`config.mk`:
```
export PLATFORM = sky130hd
export DESIGN_NAME = ee_word_reader
export DESIGN_NICKNAME = d
export VERILOG_FILES = /design/src/rtl/ee_word_reader.sv
export SDC_FILE = /design/constraint.sdc
export NUM_CORES = 1
export LEC_CHECK = 0
export ABC_AREA = 0
export BUFFER_PORTS_ARGS = -buffer_cell sky130_fd_sc_hd__buf_2
export CORE_MARGIN = 3
export CORE_UTILIZATION = 35
export DETAILED_ROUTE_END_ITERATION = 6
export PLACE_DENSITY = 0.56
export SLEW_MARGIN = 20
export SYNTH_ARGS = -nofsm -noshare
export SYNTH_HDL_FRONTEND = slang
export SYNTH_SLANG_ARGS = --single-unit
```
`constraint.sdc`:
```
create_clock -name clk -period 3.85 [get_ports clk]
set_input_delay 0.385 -clock clk [delete_from_list [all_inputs] [get_ports clk]]
set_output_delay 0.385 -clock clk [all_outputs]
set_load 0.01 [all_outputs]
```
`src/rtl/ee_word_reader.sv`:
```
module ee_word_reader #(
  parameter int PHASE_CYCLES = 250,
  parameter int ADDR_W = 6,
  parameter int WORD_W = 16,
  parameter logic [WORD_W-1:0] SIGNATURE = 16'hBABA
) (
  input  logic                  clk,
  input  logic                  rst_n,
  output logic                  ee_sk,
  output logic                  ee_cs,
  output logic                  ee_di,
  input  logic                  ee_do,
  input  logic [ADDR_W-1:0]     rd_addr,
  output logic [WORD_W-1:0]     rd_data,
  output logic [3*WORD_W-1:0]   station_addr,
  output logic                  done,
  output logic                  csum_err
);

  localparam int NWORDS = 1 << ADDR_W;
  localparam int NCMD   = 3 + ADDR_W;
  localparam int NBITS  = NCMD + WORD_W;
  localparam int CW     = $clog2(PHASE_CYCLES + 1);
  localparam int BW     = $clog2(NBITS + 1);
  localparam logic [CW-1:0]     PH_LAST   = CW'(PHASE_CYCLES - 1);
  localparam logic [BW-1:0]     BIT_LAST  = BW'(NBITS - 1);
  localparam logic [BW-1:0]     CMD_N     = BW'(NCMD);
  localparam logic [ADDR_W-1:0] ADDR_LAST = '1;

  typedef enum logic [2:0] {S_GAP, S_SEL, S_LO, S_HI, S_DONE} st_t;

  st_t                st;
  logic [CW-1:0]      cnt;
  logic [BW-1:0]      bitk;
  logic [ADDR_W-1:0]  addr;
  logic [WORD_W-1:0]  shreg, sum;
  logic [WORD_W-1:0]  mem [NWORDS];

  wire              phase_end = (cnt == PH_LAST);
  wire [WORD_W-1:0] word_in   = {shreg[WORD_W-2:0], ee_do};
  wire              last_bit  = (st == S_HI) && phase_end && (bitk == BIT_LAST);
  wire [NCMD-1:0]   cmd       = {3'b110, addr};
  wire [NCMD-1:0]   cmd_sh    = cmd << bitk;
  wire              in_bits   = (st == S_LO) || (st == S_HI);

  assign ee_cs = in_bits || (st == S_SEL);
  assign ee_sk = (st == S_HI);
  assign ee_di = in_bits && (bitk < CMD_N) && cmd_sh[NCMD-1];
  assign done  = (st == S_DONE);
  assign station_addr = {mem[2], mem[1], mem[0]};

  always_ff @(posedge clk or negedge rst_n) begin
    if (!rst_n) begin
      st       <= S_GAP;
      cnt      <= '0;
      bitk     <= '0;
      addr     <= '0;
      shreg    <= '0;
      sum      <= '0;
      csum_err <= 1'b0;
    end else if (st != S_DONE) begin
      cnt <= phase_end ? '0 : cnt + 1'b1;
      if (phase_end) begin
        case (st)
          S_GAP: st <= S_SEL;
          S_SEL: begin
            st   <= S_LO;
            bitk <= '0;
          end
          S_LO: st <= S_HI;
          S_HI: begin
            if (bitk >= CMD_N) shreg <= word_in;
            if (bitk == BIT_LAST) begin
              sum  <= sum + word_in;
              addr <= addr + 1'b1;
              if (addr == ADDR_LAST) begin
                st       <= S_DONE;
                csum_err <= (sum + word_in) != SIGNATURE;
              end else begin
                st <= S_GAP;
              end
            end else begin
              st   <= S_LO;
              bitk <= bitk + 1'b1;
            end
          end
          default: ;
        endcase
      end
    end
  end

  always_ff @(posedge clk) begin
    if (last_bit) mem[addr] <= word_in;
    rd_data <= mem[rd_addr];
  end

endmodule

```
After elaboration in Yosys (flattened, before gate mapping)
Memories as Yosys holds them, arrays and structs flattened. A register that Yosys moved wholly into a read port is not among the register bits.
Index checks and enable logic that the tools add are counted.
{"block": "word_totals", "ff_bits": 54, "ram_bits": 1024, "in_bits": 9, "out_inout_bits": 69, "wordCells": 47, "mem_count": 1}
{"block": "op_classes", "add_sub_neg": 4, "order_cmp": 2, "eq_ne": 10, "shifts": 1, "mux": 8, "reduce_logical": 14}
{"name": "mem", "words": 64, "word_bits": 16, "rd": 4, "rd_ports_with_merged_regs": 1, "wr": 1, "line_no": "37", "rtl": "logic [WORD_W-1:0] mem [NWORDS];"}
{"op": "$add A16 B16 Y16", "n": 1}
{"op": "$ne A16 B16 Y1 const B", "n": 1}
{"op": "$pmux W3 S4", "n": 1}
{"op": "$reduce_and A4 Y1", "n": 3}
{"op": "$pmux W5 S2", "n": 1}
{"op": "$shl A9 B5 Y9", "n": 1}
{"op": "$add A8 B1 Y8 const B", "n": 1}
{"op": "$eq A8 B8 Y1 const B", "n": 1}
{"op": "$mux W8", "n": 1}
{"op": "$add A6 B1 Y6 const B", "n": 1}
{"op": "$eq A3 B2 Y1 const B", "n": 2}
{"op": "$eq A6 B6 Y1 const B", "n": 1}
{"op": "$mux W3", "n": 2}
{"op": "$add A5 B1 Y5 const B", "n": 1}
{"op": "$eq A5 B5 Y1 const B", "n": 1}
{"op": "$ge A5 B4 Y1 const B", "n": 1}
{"op": "$lt A5 B4 Y1 const B", "n": 1}
{"op": "$mux W5", "n": 1}
{"op": "$reduce_and A5 Y1", "n": 1}
{"op": "$logic_and A1 B1 Y1", "n": 4}
{"op": "$reduce_bool A4 Y1", "n": 1}
{"op": "$eq A3 B1 Y1 const B", "n": 1}
{"op": "$eq A3 B3 Y1 const B", "n": 1}
{"op": "$logic_not A3 Y1", "n": 1}
{"op": "6 further kinds", "n": 8}

Longest topological paths before layout
{"block": "logic_depth", "depth_word": 5, "depth_mapped": 12, "depth_no_buf": 11}

Least setup slack after synthesis
Ideal clock, no wire load.
{"block": "synth_path", "path_kind": "register to register", "from": "reg shreg[2]", "to": "reg csum_err", "setup_ns": 0.132, "t_arrival_ns": 3.003, "required_time_ns": 3.718, "setup_slack_ns": 0.715, "stages_incl_launch_ff": 10, "n_path_buf": 0, "synth_period_minus_slack_ns": 3.135, "path_cell_list": "dfrtp_1 -> ha_1 -> a21o_1 -> a21oi_1 -> a21oi_1 -> o41ai_1 -> xnor2_1 -> nand2_1 -> nor4b_1 -> a31oi_1"}
{"block": "synth_via", "elab_chain_cells": 2}
{"item": "start, declared", "line_no": "36", "rtl": "logic [WORD_W-1:0] shreg, sum;"}
{"item": "start signal, assigned", "line_no": "72", "rtl": "if (bitk >= CMD_N) shreg <= word_in;"}
{"item": "$add A16 B16 Y16", "line_no": "78", "rtl": "csum_err <= (sum + word_in) != SIGNATURE;"}
{"item": "$ne A16 B16 Y1", "line_no": "78"}
{"item": "end signal, assigned", "line_no": "60", "rtl": "csum_err <= 1'b0;"}
{"item": "end signal, assigned", "line_no": "78"}
{"item": "end, declared", "line_no": "17", "rtl": "output logic csum_err"}
No other way between the ends.
A chain may end at the register's enable or synchronous reset.

Worst setup path after layout
{"block": "layout_path", "from": "reg addr[3]", "to": "out ee_di"}
{"block": "layout_via", "elab_chain_cells": 2}
{"item": "start, declared", "line_no": "35", "rtl": "logic [ADDR_W-1:0] addr;"}
{"item": "start signal, assigned", "line_no": "75", "rtl": "addr <= addr + 1'b1;"}
{"item": "$shl A9 B5 Y9", "line_no": "43", "rtl": "wire [NCMD-1:0] cmd_sh = cmd << bitk;"}
{"item": "$logic_and A1 B1 Y1", "line_no": "48", "rtl": "assign ee_di = in_bits && (bitk < CMD_N) && cmd_sh[NCMD-1];"}
{"item": "end, declared", "line_no": "11", "rtl": "output logic ee_di,"}
No other way between the ends.

==> results_dict.tcl <==
set metrics [dict create \
    drtIter0Drc 2324 \
    antenna_found_initial 5 \
    slowest_stage "dfrtp_1" \
    grt_pass1_wl_um 153000 \
    required_ps 3460 \
    fmax_ghz 0.312 \
    setup_viol 0 \
    synth_edf_count 1024 \
    clk_pin_slew_worst_paths_ps 60 \
    portBuffers 77 \
    cts_tree "built" \
    grt_max_degree 67 \
    hp-class "primary input to flop" \
    clock-skew-final_ps 49.8 \
    status "finished clean" \
    utilization_pct 41.2 \
    slew_viol_final 0 \
    syn_to_final_growth_pct 16.4 \
    setup_slack_ps 644 \
    dp.final_hpwl_um 64800 \
    grt_pass1_vias 20600 \
    synth_warnings 0 \
    end_kind "output port" \
    grt_setup_unrepaired "no" \
    vdd_drop_max_uv 380 \
    grt_use_total_pct 16.9 \
    ys_ff_latch 1094 \
    drc 0 \
    avgSynthCellArea_um2 22.8 \
    dieArea_mm2 0.126 \
    cts_buffer_depth 3 \
    leakagePower_nw 13.5 \
    synth_fp_nets 1893 \
    crit_type "flop to output port" \
    drive_above_1_share_pct 36.1 \
    gp_congestion 0.787 \
    post-place-ws_ps 753 \
    tightest_slew_ps 895 \
    initial_core_util_pct 35.3 \
    final_area_mm2 0.0494 \
    postCtsResizedCells 0 \
    grt_overflow 0 \
    finalHoldViolCount 0 \
    h-tree-depth 3 \
    die_y_um 354 \
    power_density_mw_per_mm2 485 \
    totalPowerFinal_mw 24.0 \
    path_buf_inv 1 \
    worstPathCellList "mux2i_1 -> nand2_1 -> o31ai_1 -> a221oi_1 -> a41oi_1 -> nor4bb_1 -> buf_2" \
    fin_crit_sh_pct 83.3 \
    die-width_um 354 \
    via_count 20200 \
    clk_latency_ps 700 \
    max_slew_margin_pct 40.3 \
    wl_per_cell_um 27.9 \
    fp.coreArea_mm2 0.120 \
    ant_nets 0 \
    synth_ff_type "edfxtp_1" \
    yosysSeqAreaShare_pct 76.4 \
    ys_types 53 \
    path_max_fanout 11 \
    critical_path.reg2reg.startpoint "cnt[1]" \
    synthesis.area_mm2 0.0425 \
    numCtsBuffers 110 \
    viasPerCell 5.33 \
    placed_area_mm2 0.0458 \
    routed_wl_um 106000 \
    rows 127 \
    async_reset_ff_share_pct 4.94 \
    hold_start "ee_do" \
    clock-sinks 1094 \
    cts-root-buf "clkbuf_16" \
    synth_cells 1862 \
    cpLargestDelayFamily "flip-flops" \
    first_pass_iters 5 \
    critPathMaxStageDelay_ps 690 \
    worstPathArrival_ps 2820 \
    fin_nets 2114 \
    startpoint "addr[3]" \
    max_cap_viol_count 0 \
    fin_crit_ps 3210 \
    io_pins 78 \
    setup_tns_ps 0 \
    start_kind "flop" \
]
-- routing by layer --
| layer | vias to the layer above | wire length [um] | GRT usage [%] |
|---|---|---|---|
| met5 | - | 0 | 0 |
| met3 | 121 | 6430 | 2.70 |
| li1 | 8339 | - | - |
| met1 | 11000 | 46500 | 24.7 |
| met4 | 0 | 1840 | 3.59 |
| met2 | 715 | 51100 | 26.9 |
-- flip-flops by register name, indices dropped and copies added (netlist names) --
signal and flops:
mem 1024, st 3, sum 16, csum_err 1, rd_data 16, shreg 15
cnt 8, addr 6, bitk 5
-- cells in the final DEF (no fill, tap or decap), types with 3 or more instances in the layout --
cell type     n
a21o_1        4
a21oi_1      19
a31oi_1       5
buf_12       20
buf_2        73
buf_4       105
bufinv_16    13
clkbuf_1     26
clkbuf_16   111
clkinv_1     24
clkinv_2     16
dfrtp_1      39
dfrtp_2      15
dfxtp_1      16
edfxtp_1   1024
ha_1         21
inv_1        11
inv_6         3
mux2_2       18
mux4_2      336
nand2_1      59
nand2b_1      3
nand3_1      14
nand3b_1      4
nand4_1       8
nor2_1       25
nor2_2       52
nor2b_1       6
nor3_1        7
o21ai_0      17
o31ai_1       5
or2_2         4
or3_1         5
xnor2_1      14
xor2_1        7
-- cell type report --
| type | count | area, um^2 |
|---|---|---|
| clock inverters | 64 | 719 |
| diodes | 1 | 2.50 |
| well taps | 1612 | 2020 |
| repair buffers | 201 | 1590 |
| inverters | 11 | 41.3 |
| clock buffers | 139 | 2900 |
| flip-flops and latches | 1094 | 32400 |
| fillers | 10400 | 70700 |
| multi-input cells | 665 | 9720 |
-- worst reg2reg max path, delay by kind of cell, from the launching register on --
family                     cells  cell delay (ps)
and+or+nand+nor                6             1640
buffers and inverters          3              590
DFF                            1              400
adders and majority gates      1              150
-- cells by family (layout without fill, tap and decap cells) --
| family | Yosys count | in the layout | share of synthesized area (%) |
|---|---|---|---|
| AO/OA/AOI/OAI | 67 | 67 | 1.02 |
| XOR/XNOR | 21 | 21 | 0.433 |
| adder cells (fa/ha/maj) | 22 | 22 | 0.666 |
| buffers and inverters | 103 | 415 | 1.06 |
| flip-flops | 1094 | 1094 | 76.4 |
| multiplexers | 356 | 356 | 18.3 |
| other | 0 | 1 | 0 |
| AND/OR/NAND/NOR | 199 | 199 | 2.12 |
-- per-stage QoR --
stage / std cells / hold WS [ps]
floorplan: 1862 / 89.4
global placement: 3582 / 465
detailed placement: 3582 / 471
CTS: 3786 / 156
global route: 3786 / 182
finish: 3787 / 170
-- power by group --
part           leakage [nW]  total, mW  internal [mW]  switching (mW)
registers              8.28       12.8           12.8         0.00214
clock network          1.76       10.7           6.22            4.48
logic                  3.43      0.447          0.190           0.257
total                  13.5       24.0           19.2            4.74
-- what timing repair did --
| item | in CTS | in global routing |
|---|---|---|
| hold buffers | 1 | 0 |
| endpoints found under the setup margin | 0 | 0 |
| setup buffers | 0 | 0 |
| endpoints found under the hold margin | 29 | 0 |
-- cell usage after synthesis, types with 2 or more instances --
cell type	instances	area (um^2)
nand3_1	14	70.1
and2_1	2	12.5
xor2_1	7	61.3
nand4_1	8	50.1
a21o_1	4	30.0
nor2b_1	6	37.5
inv_1	11	41.3
mux2i_1	2	20.0
buf_1	17	63.8
or3_1	5	31.3
dfxtp_1	16	320
mux2_2	18	203
o2111ai_1	2	17.5
nand2b_1	3	18.8
ha_1	21	263
nor2_1	77	289
o31ai_1	5	37.5
clkbuf_1	46	173
edfxtp_1	1024	30700
a221oi_1	2	17.5
a31oi_1	5	31.3
xnor2_1	14	123
nor3_1	7	35.0
o41ai_1	2	17.5
or3b_2	2	17.5
dfrtp_1	54	1350
buf_6	3	33.8
o21ai_0	17	85.1
a21oi_1	19	95.1
mux4_2	336	7570
buf_2	22	110
nand3b_1	4	30.0
nor4_1	2	12.5
nand2_1	59	221
and3_1	2	12.5
buf_4	4	30.0
or2_2	4	25.0
-- path summary, 6_finish.rpt --
path | cells after the start | slack (ps) | to
setup / recovery | 7 | 640 | ee_di
hold / removal | 4 | 170 | sum[0]
setup reg to reg | 10 | 750 | mem[42][7]
hold reg to reg | 2 | 480 | sum[11]
max in group asynchronous | 3 | 2650 | shreg[13]
min in group asynchronous | 2 | 330 | shreg[10]
Power figures use the tool's default switching activity.
